`src/rtl/hpl_pkg.sv`:
```
package hpl_pkg;
  localparam int EVW       = 5;   // event bits per slot
  localparam int IDXW      = 5;   // slot index width (up to 31 slots)
  localparam int LOCW      = 32;  // locator width
  localparam logic [7:0] EV_MASK   = 8'h1F;
  localparam logic [7:0] MSK_MASK  = 8'h7F;
  localparam int G_INT_DIS     = 0;
  localparam int G_CMD_INT_DIS = 2;
  localparam int G_CMD_DET     = 16;
  localparam logic [31:0] G_WMASK = 32'h0000_000F;
  localparam logic [31:0] G_W1C   = 32'h0003_0000;
  localparam logic [31:0] G_RESET = 32'h0000_0001;

  function automatic logic slot_pending(logic [7:0] lat, logic [7:0] msk);
    return |(lat & ~msk & EV_MASK);
  endfunction

  function automatic logic cmd_pending(logic [31:0] g);
    return g[G_CMD_DET] & ~g[G_CMD_INT_DIS];
  endfunction

  function automatic logic level_of(logic [31:0] g, logic [LOCW-1:0] loc);
    return ~g[G_INT_DIS] & (|loc);
  endfunction
endpackage

```
`src/rtl/hpl_slot_regs.sv`:
```
module hpl_slot_regs
  import hpl_pkg::*;
#(
  parameter int NSLOT = 31
) (
  input  logic                  clk,
  input  logic                  rst_n,
  input  logic [NSLOT*EVW-1:0]  evt_set,
  input  logic [IDXW-1:0]       slot_idx,
  input  logic [7:0]            wr_data,
  input  logic                  lat_we,
  input  logic                  msk_we,
  output logic [NSLOT*8-1:0]    latch_q,
  output logic [NSLOT*8-1:0]    mask_q,
  output logic [NSLOT-1:0]      slot_pend
);
  for (genvar s = 0; s < NSLOT; s++) begin : g_slot
    logic       hit;
    logic [7:0] lat_r, msk_r, lat_n, clr;
    assign hit   = (slot_idx == IDXW'(s));
    assign clr   = (hit && lat_we) ? wr_data : 8'h00;
    // set wins over a same-cycle clear
    assign lat_n = ((lat_r & ~clr) | {3'b000, evt_set[s*EVW +: EVW]}) & EV_MASK;

    always_ff @(posedge clk) begin
      if (!rst_n) begin
        lat_r <= 8'h00;
        msk_r <= MSK_MASK;
      end else begin
        lat_r <= lat_n;
        if (hit && msk_we) msk_r <= wr_data & MSK_MASK;
      end
    end

    assign latch_q[s*8 +: 8] = lat_r;
    assign mask_q[s*8 +: 8]  = msk_r;
    assign slot_pend[s]      = slot_pending(lat_r, msk_r);
  end
endmodule

```
`src/rtl/hpl_global_ctrl.sv`:
```
module hpl_global_ctrl
  import hpl_pkg::*;
(
  input  logic        clk,
  input  logic        rst_n,
  input  logic        glb_we,
  input  logic [31:0] glb_wdata,
  input  logic        cmd_done,
  output logic [31:0] glb_q,
  output logic        cmd_pend
);
  logic [31:0] g_r, g_n, wr_val, set_val;

  always_comb begin
    wr_val = g_r;
    if (glb_we) begin
      wr_val = (g_r & ~G_WMASK) | (glb_wdata & G_WMASK);
      wr_val = wr_val & ~(glb_wdata & G_W1C);
    end
    set_val = 32'(cmd_done) << G_CMD_DET;
    g_n     = (wr_val | set_val) & (G_WMASK | G_W1C);
  end

  always_ff @(posedge clk) begin
    if (!rst_n) g_r <= G_RESET;
    else        g_r <= g_n;
  end

  assign glb_q    = g_r;
  assign cmd_pend = cmd_pending(g_r);
endmodule

```
`src/rtl/hpl_irq_gen.sv`:
```
module hpl_irq_gen
  import hpl_pkg::*;
(
  input  logic            clk,
  input  logic            rst_n,
  input  logic            msi_en,
  input  logic [31:0]     glb_q,
  input  logic [LOCW-1:0] locator,
  output logic            irq_level,
  output logic            lvl_prev,
  output logic            msi_req
);
  assign irq_level = level_of(glb_q, locator);

  always_ff @(posedge clk) begin
    if (!rst_n) lvl_prev <= 1'b0;
    else        lvl_prev <= irq_level;
  end

  assign msi_req = msi_en & irq_level & ~lvl_prev;
endmodule

```
`src/rtl/hp_irq_locator.sv`:
```
module hp_irq_locator
  import hpl_pkg::*;
#(
  parameter int NSLOT = 31
) (
  input  logic                  clk,
  input  logic                  rst_n,
  input  logic                  msi_en,
  input  logic [NSLOT*5-1:0]    evt_set,
  input  logic                  cmd_done,
  input  logic [4:0]            slot_idx,
  input  logic [7:0]            wr_data,
  input  logic                  lat_we,
  input  logic                  msk_we,
  input  logic                  glb_we,
  input  logic [31:0]           glb_wdata,
  output logic [NSLOT*8-1:0]    latch_q,
  output logic [NSLOT*8-1:0]    mask_q,
  output logic [31:0]           glb_q,
  output logic [31:0]           locator,
  output logic                  irq_level,
  output logic                  msi_req
);
  logic [NSLOT-1:0] slot_pend;
  logic             cmd_pend;
  logic             lvl_prev;

  hpl_slot_regs #(.NSLOT(NSLOT)) u_slots (
    .clk(clk), .rst_n(rst_n), .evt_set(evt_set), .slot_idx(slot_idx),
    .wr_data(wr_data), .lat_we(lat_we), .msk_we(msk_we),
    .latch_q(latch_q), .mask_q(mask_q), .slot_pend(slot_pend)
  );

  hpl_global_ctrl u_glb (
    .clk(clk), .rst_n(rst_n), .glb_we(glb_we), .glb_wdata(glb_wdata),
    .cmd_done(cmd_done), .glb_q(glb_q), .cmd_pend(cmd_pend)
  );

  for (genvar b = 0; b < LOCW; b++) begin : g_loc
    if (b == 0) begin : g_cmd
      assign locator[b] = cmd_pend;
    end else if (b <= NSLOT) begin : g_slot
      assign locator[b] = slot_pend[b-1];
    end else begin : g_none
      assign locator[b] = 1'b0;
    end
  end

  hpl_irq_gen u_irq (
    .clk(clk), .rst_n(rst_n), .msi_en(msi_en), .glb_q(glb_q),
    .locator(locator), .irq_level(irq_level), .lvl_prev(lvl_prev),
    .msi_req(msi_req)
  );
endmodule

```
`config.mk`:
```
export PLATFORM = sky130hd
export DESIGN_NAME = hp_irq_locator
export DESIGN_NICKNAME = d
export VERILOG_FILES = /design/src/rtl/hpl_pkg.sv /design/src/rtl/hpl_slot_regs.sv /design/src/rtl/hpl_global_ctrl.sv /design/src/rtl/hpl_irq_gen.sv /design/src/rtl/hp_irq_locator.sv
export SDC_FILE = /design/constraint.sdc
export NUM_CORES = 1
export LEC_CHECK = 0
export ABC_AREA = 1
export BUFFER_PORTS_ARGS = -buffer_cell sky130_fd_sc_hd__buf_2
export CORE_AREA = 2 2 303 305
export DETAILED_ROUTE_END_ITERATION = 8
export DIE_AREA = 0 0 305 307
export SLEW_MARGIN = 20
export SYNTH_ARGS = -nofsm -noshare
export SYNTH_HDL_FRONTEND = slang
export SYNTH_HIERARCHICAL = 1
export SYNTH_SLANG_ARGS = --single-unit
export TNS_END_PERCENT = 5
```
`constraint.sdc`:
```
create_clock -name clk -period 3.2 [get_ports clk]
set_input_delay 0.16 -clock clk [delete_from_list [all_inputs] [get_ports clk]]
set_output_delay 0.16 -clock clk [all_outputs]
set_load 0.05 [all_outputs]
```
==> impl_metrics.csv, run 1 <==
group,metric,value,unit
logic_synthesis,synth-simple-area-share,19.4,%
layout,filler_cell_count,9945,
clock_network,cts_max_level,2,
timing,fin_crit_sh,91.7,%
die,start_util,18.4,%
pwr,leakagePower,12.4,nW
die,core_area,90700,um2
critical_path,cp_slowest_cell,"dfxtp_1",
timing,drv_slew,0,
pwr,p_total,13.0,mW
logic_synthesis,postSynthCellCount,2215,
min_path,hold_start,"rst_n",
placed_design,pre_cts_ws,688,ps
die,die_y,307,um
timing,fin_crit,2930,ps
clock_network,post_cts_buffers,0,
clock_network,cts_buffers,47,
global_route,grt-ovfl-total,0,
pwr,ir_worst_vdd,0.000329,V
clock_network,clk_latency,590,ps
logic_synthesis,synthAdderAreaFrac,0,%
global_route,grt_max_degree,85,
logic_synthesis,avgSynthCellArea,7.54,um2
placed_design,port_buffers,591,
layout,syn2layout_area_growth,41.5,%
critical_path,crit_type,"flop to output pin",
critical_path,arrival,2770,ps
clock_network,path_clk_slew,60,ps
critical_path,rrSetupSlack,1110,ps
critical_path,regToRegStartpoint,"u_slots/g_slot[17].msk_r[3]$_SDFFE_PN1P_",
logic_synthesis,synth_top_family_by_area,"simple AND/OR/NAND/NOR gates",
die,die_x,305,um
layout,nets,3113,
timing,skew,21.7,ps
logic_synthesis,ys_seq_area_share,45.4,%
die,row_count,111,
clock_network,cts_root_buf,"clkbuf_16",
global_route,grt_pass1_vias,16900,
global_route,grt_first_pass_wirelength,119,mm
detailed_routing,dr_total_vias,17700,
critical_path,cp_cell_sequence,"inv_1 > nand2_1 > o21ai_0 > a21oi_1 > o221ai_1 > nor2_1 > nand2_1 > nor2_2 > nand2_1 > nor2_2 > nor3_1 > buf_2",
critical_path,cp.required,3040,ps
layout,drive_above_1_share,25.2,%
detailed_routing,vias_per_cell,4.28,
pwr,cellPowerDensity,550,nW/um2
logic_synthesis,syn_area,16700,um2
placed_design,gp_congestion,0.862,
flow_run,max_cap_viol_count,0,
timing,clock.fmax,341,MHz
placed_design,dpl.hpwl,60.4,mm
timing,fin_tns_setup,0,ps
detailed_routing,drc,0,
critical_path,start_kind,"flop",
timing,relSlewSlack,28.1,%
clock_network,clock-sinks,379,
critical_path,r2r-end,"u_irq/lvl_prev$_SDFF_PN0_",
clock_network,clockBufferDepth,3,
critical_path,path_max_fanout,3,
logic_synthesis,synth_seq_cells,379,
die,fp.dieArea,93600,um2
die,io_pins,769,
logic_synthesis,synth_compound_area_share,16.3,%
detailed_routing,drt_iter0_markers,1244,
timing,rsz0062_at_grt,"no",
min_path,hold_end,"u_slots/g_slot[11].msk_r[6]$_SDFFE_PN1P_",
logic_synthesis,synth-xor-area-share,0,%
critical_path,crit_family,"simple AND/OR/NAND/NOR gates",
timing,worst_pin_slew,1080,ps
min_path,min_path_type,"input port to flop",
min_path,min_path_cells,2,
outcome,status,"finished, final reports clean",
critical_path,worst_path_largest_cell_delay,350,ps
logic_synthesis,yosysWarnings,6,
layout,utilization,26.1,%
detailed_routing,drtPass1Iterations,5,
logic_synthesis,synth.distinct_cells,21,
critical_path,end_kind,"output pin",
detailed_routing,wl_per_cell,20.6,um
timing,finalSetupViolCount,0,
global_route,grt_usage,17.3,%
global_route,antenna_found_initial,6,
timing,setup_ws,266,ps
critical_path,path_buf_inv,2,
timing,final-hold-violation-count,0,
detailed_routing,postRouteAntennaNets,0,
clock_network,cts_tree,"yes",
logic_synthesis,synthMuxAreaShare,0,%
critical_path,reg2regPathDepth,11,
detailed_routing,wirelength,84.9,mm
critical_path,crit_top_cell,"nand2_1",
-- cells in the mapped netlist --
library cell / instances / share of area (%)
a21oi_1: 188 / 5.6
buf_1: 10 / 0.22
buf_2: 58 / 1.7
buf_4: 153 / 6.9
clkbuf_1: 85 / 1.9
conb_1: 2 / 0.045
dfxtp_1: 379 / 45
inv_1: 357 / 8.0
inv_2: 2 / 0.045
nand2_1: 457 / 10
nand3_1: 97 / 2.9
nand3_2: 12 / 0.72
nand4_1: 110 / 4.1
nor2_1: 40 / 0.90
nor2_2: 4 / 0.15
nor2_4: 4 / 0.27
nor3_1: 2 / 0.060
o211ai_1: 155 / 7.0
o21ai_0: 67 / 2.0
o21ai_1: 2 / 0.060
o221ai_1: 31 / 1.6
-- cell families (layout without fill, tap and decap cells) --
group | after synthesis | in the layout
and+or+nand+nor | 726 | 726
buffers and inverters | 665 | 1243
AOI/OAI and AO/OA | 443 | 443
DFF | 379 | 379
other | 2 | 152
-- layout by cell type (no fill, tap or decap), drive strengths merged --
cell,n
a21oi,188
buf,628
bufinv,4
clkbuf,65
clkinv,11
clkinvlp,2
conb,150
dfxtp,379
diode,2
dlygate4sd3,171
inv,362
nand2,457
nand3,109
nand4,110
nor2,48
nor3,2
o211ai,155
o21ai,69
o221ai,31
-- how the worst max path moves through the flow --
| stage | startpoint | endpoint | slack, ps | cells past startpoint |
|---|---|---|---|---|
| finish | u_slots/g_slot[17].msk_r[3]$_SDFFE_PN1P_ | msi_req | 270 | 12 |
| global route | u_slots/g_slot[1].msk_r[3]$_SDFFE_PN1P_ | irq_level | 10 | 12 |
| CTS | u_slots/g_slot[17].msk_r[3]$_SDFFE_PN1P_ | msi_req | 0.1 | 12 |
| detailed placement | u_slots/g_slot[17].msk_r[3]$_SDFFE_PN1P_ | msi_req | 690 | 12 |
| global placement | u_slots/g_slot[17].msk_r[3]$_SDFFE_PN1P_ | msi_req | 700 | 12 |
| floorplan | u_slots/g_slot[30].lat_r[2]$_SDFF_PN0_ | msi_req | 60 | 8 |
-- through the flow --
| step | cells | hold WS [ps] | area [um2] |
|---|---|---|---|
| after floorplan | 2363 | 244 | 17300 |
| after global placement | 3872 | 337 | 20300 |
| after detailed placement | 3872 | 340 | 20300 |
| after CTS | 4127 | 62.2 | 23600 |
| after global routing | 4127 | 103 | 23600 |
| final | 4129 | 96.2 | 23600 |
-- area by class of cell --
type,instances,area (um2),share of cell area (%)
inverter,359,1350,5.73
multi-input combinational,1319,6550,27.7
clock inverter,20,249,1.05
tap,1186,1480,6.28
antenna,2,5.00,0.0212
timing repair buffer,800,5070,21.5
clock buffer,64,1330,5.63
sequential,379,7590,32.1
-- where the power goes --
| group | switching [mW] | internal [mW] | total [mW] | leakage, nW |
|---|---|---|---|---|
| clock | 2.28 | 3.26 | 5.54 | 0.772 |
| combinational | 1.86 | 0.531 | 2.39 | 8.49 |
| sequential | 0.161 | 4.90 | 5.06 | 3.12 |
| total | 4.31 | 8.69 | 13.0 | 12.4 |
-- state kept, by name, indices dropped and copies added (netlist names) --
signal and cells:
u_irq/lvl_prev 1, u_slots/g_slot.lat_r 155, u_glb/glb_q 6, u_slots/g_slot.msk_r 217
-- per-layer routing --
layer  up-vias  part of all wire, %  track usage, %
met5         -                0.068               0
li1       8347                    -               -
met1      8304                   43            21.6
met4         8                  3.5            6.07
met3       160                  6.8            3.57
met2       834                   47            29.3
-- what timing repair did --
action,4_1_cts,5_1_grt
endpoints found under the setup margin,0,2
gates resized for setup,0,3
endpoints found under the hold margin,161,0
hold buffers,171,0
Note: power is estimated with default switching activity, not from simulation.
==> run 2: changes to the inputs <==
Settings changed: PLACE_DENSITY from default to 0.39.
==> run 2 against run 1 <==
Against the previous run:
- clock power up 11%
- fmax down 0.85%
- utilization up 0.29 points
- count of clock-buffer cells in the layout up 10
- largest power group unchanged
- global-route usage down 0.11 points
- flip-flop and latch count unchanged
- sequential power about the same
- highest routed layer unchanged
==> impl_metrics.csv, run 2 (synthesis gave the netlist of run 1 again) <==
group,metric,value,unit
outcome,status,"finished, final reports clean",
detailed_routing,dr_total_vias,17100,
timing,fin_crit,2960,ps
detailed_routing,drtPass1Iterations,5,
clock_network,clock-sinks,379,
layout,syn2layout_area_growth,43.1,%
timing,drv_slew,0,
global_route,grt_first_pass_wirelength,119,mm
critical_path,crit_type,"flop to output pin",
layout,seq_area,7590,um2
detailed_routing,postRouteAntennaNets,0,
timing,fin_crit_sh,92.5,%
layout,filler_cell_count,10100,
die,core_area,90700,um2
layout,layout_commonest_cell,"buf_2",
timing,rsz0062_at_grt,"no",
detailed_routing,drc,0,
timing,final-hold-violation-count,0,
critical_path,end_kind,"output pin",
critical_path,cp_cell_sequence,"inv_1 > nand2_1 > o21ai_0 > a21oi_1 > o221ai_1 > nor2_1 > nand2_1 > nor2_1 > nand2_1 > nor2_2 > nor3_1 > buf_2",
flow_run,max_cap_viol_count,0,
global_route,antenna_found_initial,7,
timing,relSlewSlack,41.7,%
critical_path,path_buf_inv,2,
die,io_pins,769,
layout,nets,3124,
detailed_routing,drt_iter0_markers,902,
clock_network,post_cts_buffers,0,
clock_network,path_clk_slew,60,ps
timing,clock.fmax,338,MHz
timing,fin_tns_setup,0,ps
die,start_util,18.4,%
layout,largest_reg_flops,217,
placed_design,dpl.hpwl,61.1,mm
clock_network,cts_buffers,49,
critical_path,start_kind,"flop",
layout,multi_input_area,6540,um2
layout,layout_common_cells,"buf_2 (587), nand2_1 (457), dfxtp_1 (379)",
clock_network,clockBufferDepth,3,
detailed_routing,wirelength,84.0,mm
timing,finalSetupViolCount,0,
die,row_count,111,
global_route,grt-ovfl-total,0,
global_route,grt_max_degree,124,
timing,worst_pin_slew,874,ps
layout,drive_above_1_share,25.5,%
critical_path,arrival,2800,ps
critical_path,crit_top_cell,"nand2_1",
critical_path,cp.required,3040,ps
placed_design,port_buffers,591,
timing,skew,19.8,ps
pwr,ir_worst_vdd,0.000348,V
pwr,leakagePower,12.5,nW
detailed_routing,vias_per_cell,4.12,
die,die_x,305,um
min_path,min_path_type,"input port to flop",
die,fp.dieArea,93600,um2
clock_network,cts_root_buf,"clkbuf_16",
clock_network,clk_latency,580,ps
placed_design,gp_congestion,0.770,
critical_path,path_max_fanout,3,
pwr,p_total,13.6,mW
detailed_routing,wl_per_cell,20.3,um
die,die_y,307,um
clock_network,cts_max_level,2,
clock_network,cts_tree,"yes",
layout,largest_register,"u_slots/g_slot.msk_r",
global_route,grt_usage,17.2,%
critical_path,worst_path_largest_cell_delay,360,ps
critical_path,crit_family,"simple AND/OR/NAND/NOR gates",
critical_path,cp_slowest_cell,"dfxtp_1",
pwr,cellPowerDensity,568,nW/um2
global_route,grt_pass1_vias,16700,
-- run 2: cell count changes in the layout (fill, tap and decap cells not counted), sizes merged --
cell | previous run | this run
inv | 362 | 359
bufinv | 4 | 8
clkbuf | 65 | 75
buf | 628 | 637
clkinvlp | 2 | 5
clkinv | 11 | 5
-- run 2: per-layer routing --
layer  wire length, um  up-vias  global-route usage, %
met2             40700      565                   29.9
li1                  -     8352                      -
met4              2070       10                   4.55
met5                72        -                      0
met3              4660      103                   3.59
met1             36500     8059                   21.4
-- run 2: worst reg2reg max path, stage by stage, from the launching register on --
cell and delay (ps):
dfxtp_1 360, inv_1 50, nand2_1 80, o21ai_0 80, a21oi_1 250, o221ai_1 210
nor2_1 180, nand2_1 260, nor2_1 240, nand2_1 80, nor2_2 160, nor3_1 60
-- run 2: final timing paths --
| kind | to | slack (ps) | cells past startpoint | startpoint |
|---|---|---|---|---|
| hold / removal | u_slots/g_slot[30].lat_r[1]$_SDFF_PN0_ | 80 | 4 | wr_data[1] |
| setup / recovery | msi_req | 240 | 12 | u_slots/g_slot[7].msk_r[3]$_SDFFE_PN1P_ |
| setup reg to reg | u_irq/lvl_prev$_SDFF_PN0_ | 1070 | 11 | u_slots/g_slot[7].msk_r[3]$_SDFFE_PN1P_ |
| hold reg to reg | u_slots/g_slot[24].msk_r[5]$_SDFFE_PN1P_ | 460 | 2 | u_slots/g_slot[24].msk_r[5]$_SDFFE_PN1P_ |
-- run 2: timing repair --
| action | 4_1_cts | 5_1_grt |
|---|---|---|
| hold buffers | 171 | 0 |
| endpoints found under the setup margin | 0 | 2 |
| resized for setup | 0 | 1 |
| endpoints found under the hold margin | 161 | 0 |
-- run 2: where the power goes --
| part | internal [mW] | switching (mW) | total (mW) |
|---|---|---|---|
| logic | 0.536 | 1.83 | 2.37 |
| clock network | 3.86 | 2.28 | 6.14 |
| registers | 4.90 | 0.157 | 5.06 |
| total | 9.30 | 4.27 | 13.6 |
-- run 2: stage by stage --
step | instance area, um2 | cells | util, % | hold WS, ps | setup WS (ps)
final | 23900 | 4146 | 26.4 | 84.9 | 241
after global routing | 23900 | 4144 | 26.3 | 47.1 | 43.0
after CTS | 23900 | 4144 | 26.3 | 30.0 | 66.4
after detailed placement | 20400 | 3881 | 22.5 | 345 | 716
after global placement | 20400 | 3881 | 22.5 | 346 | 735
after floorplan | 17300 | 2363 | - | 244 | 55.4
-- run 2: area by class of cell --
class | count | area share, %
clock buffer | 74 | 6.25
clock inverter | 18 | 1.28
inverter | 359 | 5.66
sequential | 379 | 31.7
timing repair buffer | 809 | 21.5
antenna | 2 | 0.0209
multi-input combinational | 1319 | 27.4
tap | 1186 | 6.21
==> run 3: changes to the inputs <==
Settings changed: ABC_AREA 1 to default, CORE_AREA 2 2 303 305 to 4 4 296 298, DIE_AREA 0 0 305 307 to 0 0 300 302, PLACE_DENSITY 0.39 to 0.4.
==> run 3 against run 2 <==
Against the previous run:
- wire length is 3.0% higher
- clock skew is 6.1 ps higher
- sequential share of layout area is 0.30 points lower
- worst hold slack worse by 28 ps
- sequential power hardly changed
- fmax is 3.9% lower
- highest routed layer unchanged
==> impl_metrics.csv, run 3 <==
group,metric,value,unit
clock_network,clk_latency,590,ps
flow_run,max_cap_viol_count,0,
pwr,leakagePower,11.8,nW
min_path,min_path_type,"input port to flop",
logic_synthesis,yosys-top-cells-area,"dfxtp_1 (45%), o21a_1 (12%), mux2i_1 (7.4%), buf_4 (6.8%), nor2b_1 (5.0%)",
timing,fin_crit,3080,ps
die,io_pins,769,
detailed_routing,drc,0,
die,fp.dieArea,90600,um2
clock_network,cts_root_buf,"clkbuf_16",
placed_design,pre_cts_ws,419,ps
critical_path,cp_cell_sequence,"inv_1 > a222oi_1 > o221ai_1 > nor4_1 > buf_4 > and4_4 > a21oi_1 > buf_2",
min_path,min_path_cells,2,
global_route,grt_first_pass_wirelength,119,mm
detailed_routing,vias_per_cell,4.28,
logic_synthesis,synth_edf_count,0,
logic_synthesis,synth_top_area_cell,"dfxtp_1",
logic_synthesis,avgSynthCellArea,9.66,um2
layout,largest_register,"u_slots/g_slot.msk_r",
pwr,ir_worst_vdd,0.000331,V
critical_path,arrival,2920,ps
critical_path,start_kind,"flop",
timing,fin_crit_sh,96.3,%
timing,skew,25.9,ps
placed_design,gp_congestion,0.806,
clock_network,cts_max_level,2,
detailed_routing,wirelength,86.5,mm
logic_synthesis,synth_seq_cells,379,
pwr,p_switching,3.98,mW
die,start_util,19.7,%
logic_synthesis,postSynthCellCount,1727,
timing,setup_ws,119,ps
pwr,cellPowerDensity,529,nW/um2
critical_path,path_max_fanout,3,
clock_network,path_clk_slew,60,ps
die,core_area,84900,um2
logic_synthesis,yosysWarnings,6,
layout,layout_common_cells,"buf_2 (590), dfxtp_1 (379), o21a_1 (270)",
logic_synthesis,synth-async-reset-ratio,0,%
clock_network,cts_tree,"yes",
placed_design,port_buffers,591,
logic_synthesis,synth_ff_type,"dfxtp_1",
pwr,p_int,8.77,mW
critical_path,crit_type,"flop to output pin",
pwr,p_sw_share,31.2,%
critical_path,worst_path_largest_cell_delay,400,ps
layout,syn2layout_area_growth,44.5,%
logic_synthesis,yosysMostFrequentCell,"dfxtp_1",
timing,finalSetupViolCount,0,
global_route,grt-ovfl-total,0,
detailed_routing,drt_iter0_markers,905,
die,die_y,302,um
layout,drive_above_1_share,30.2,%
timing,relSlewSlack,25.6,%
global_route,grt_usage,18.1,%
global_route,grt_max_degree,178,
logic_synthesis,syn_area,16700,um2
placed_design,dpl.hpwl,65.1,mm
logic_synthesis,synth.distinct_cells,43,
layout,seq_area,7590,um2
timing,fin_tns_setup,0,ps
global_route,grt_pass1_vias,16100,
clock_network,cts_buffers,47,
clock_network,clock-sinks,379,
pwr,clock_power_share,42.4,%
layout,largest_reg_flops,217,
detailed_routing,drtPass1Iterations,6,
timing,drv_slew,0,
logic_synthesis,ys_seq_area_share,45.5,%
timing,final-hold-violation-count,0,
pwr,pwr-share-seq,39.4,%
layout,layout_commonest_cell,"buf_2",
detailed_routing,wl_per_cell,23.6,um
timing,worst_pin_slew,1120,ps
critical_path,cp.required,3040,ps
critical_path,end_kind,"output pin",
detailed_routing,dr_total_vias,15700,
die,row_count,107,
layout,filler_cell_count,9040,
die,die_x,300,um
critical_path,cp_slowest_cell,"nor4_1",
logic_synthesis,synth_top_area_share,45.5,%
layout,multi_input_area,7640,um2
detailed_routing,postRouteAntennaNets,0,
clock_network,clockBufferDepth,3,
logic_synthesis,synthTopCellsByCount,"dfxtp_1 (379), o21a_1 (270), inv_1 (157), buf_4 (152), nor2b_1 (133)",
timing,rsz0062_at_grt,"no",
pwr,combPwrFrac,18.2,%
timing,clock.fmax,325,MHz
global_route,antenna_found_initial,18,
critical_path,reg2regPathDepth,7,
layout,nets,2699,
outcome,status,"finished, final reports clean",
critical_path,rrSetupSlack,950,ps
## run 3: changes by cell type after synthesis, sizes merged, moves of 133 or more
cell / delta
o21a: +270
nand2: -425
inv: -202
o211ai: -152
nor2b: +133
a21oi: -161
## run 3: critical path, delay by kind of cell, from the launching register on
kind	cells	cell delay (ps)
compound gates	3	850
simple gates	2	660
buf+inv	3	480
flops	1	350
## run 3: what timing repair did
| item | 4_1_cts | 5_1_grt |
|---|---|---|
| resized for setup | 8 | 5 |
| cloned | 0 | 0 |
| setup endpoints to repair | 2 | 2 |
| hold buffers | 185 | 0 |
| hold endpoints to repair | 161 | 0 |
| pin swaps | 1 | 1 |
| setup buffers | 0 | 1 |
## run 3: worst paths after layout
| path | start | endpoint |
|---|---|---|
| max | u_slots/g_slot[14].msk_r[3]$_SDFFE_PN1P_ | irq_level |
| min | rst_n | u_slots/g_slot[2].lat_r[3]$_SDFF_PN0_ |
| max reg2reg | u_slots/g_slot[14].msk_r[3]$_SDFFE_PN1P_ | u_irq/lvl_prev$_SDFF_PN0_ |
| min reg2reg | u_slots/g_slot[1].msk_r[3]$_SDFFE_PN1P_ | u_slots/g_slot[1].msk_r[3]$_SDFFE_PN1P_ |
## run 3: cell type report
type | instances | share of cell area [%]
clock inverters | 9 | 0.674
repair buffers | 834 | 22.0
multi-input cells | 1073 | 31.7
flip-flops and latches | 379 | 31.5
inverters | 157 | 2.44
diodes | 6 | 0.0622
well taps | 1144 | 5.93
clock buffers | 71 | 5.79
## run 3: logic make-up after synthesis
| group | Yosys count | share of synthesized area [%] |
|---|---|---|
| AND/OR/NAND/NOR | 320 | 12.5 |
| flip-flops | 379 | 45.5 |
| other | 2 | 0.0450 |
| AO/OA/AOI/OAI | 479 | 21.3 |
| buffers and inverters | 423 | 13.3 |
| multiplexers | 124 | 7.44 |
## run 3: layer usage
metal,vias up,share of wire [%],GRT usage (%)
met1,7666,41,21.5
met2,632,50,32.9
met5,-,0.076,0
met3,119,6.4,4.00
met4,10,2.8,5.06
li1,7286,-,-
## run 3: through the flow
step | cells | util [%] | hold slack [ps] | area, um2 | power, mW
floorplan | 1875 | - | 222 | 17200 | 6.71
global placement | 3401 | 24.3 | 335 | 20600 | 7.26
detailed placement | 3401 | 24.3 | 359 | 20600 | 7.27
CTS | 3666 | 28.4 | 1.31 | 24100 | 13.0
global route | 3669 | 28.4 | 47.1 | 24100 | 13.2
finish | 3673 | 28.4 | 56.8 | 24100 | 12.8
## run 3: power by group through the flow
stage | clock (mW) | combinational (mW) | sequential, mW
after detailed placement | 0 | 2.15 | 5.13
final | 5.40 | 2.32 | 5.03
after floorplan | 0 | 1.05 | 5.66
after global routing | 5.76 | 2.44 | 5.05
after global placement | 0 | 2.14 | 5.12
after CTS | 5.59 | 2.35 | 5.03
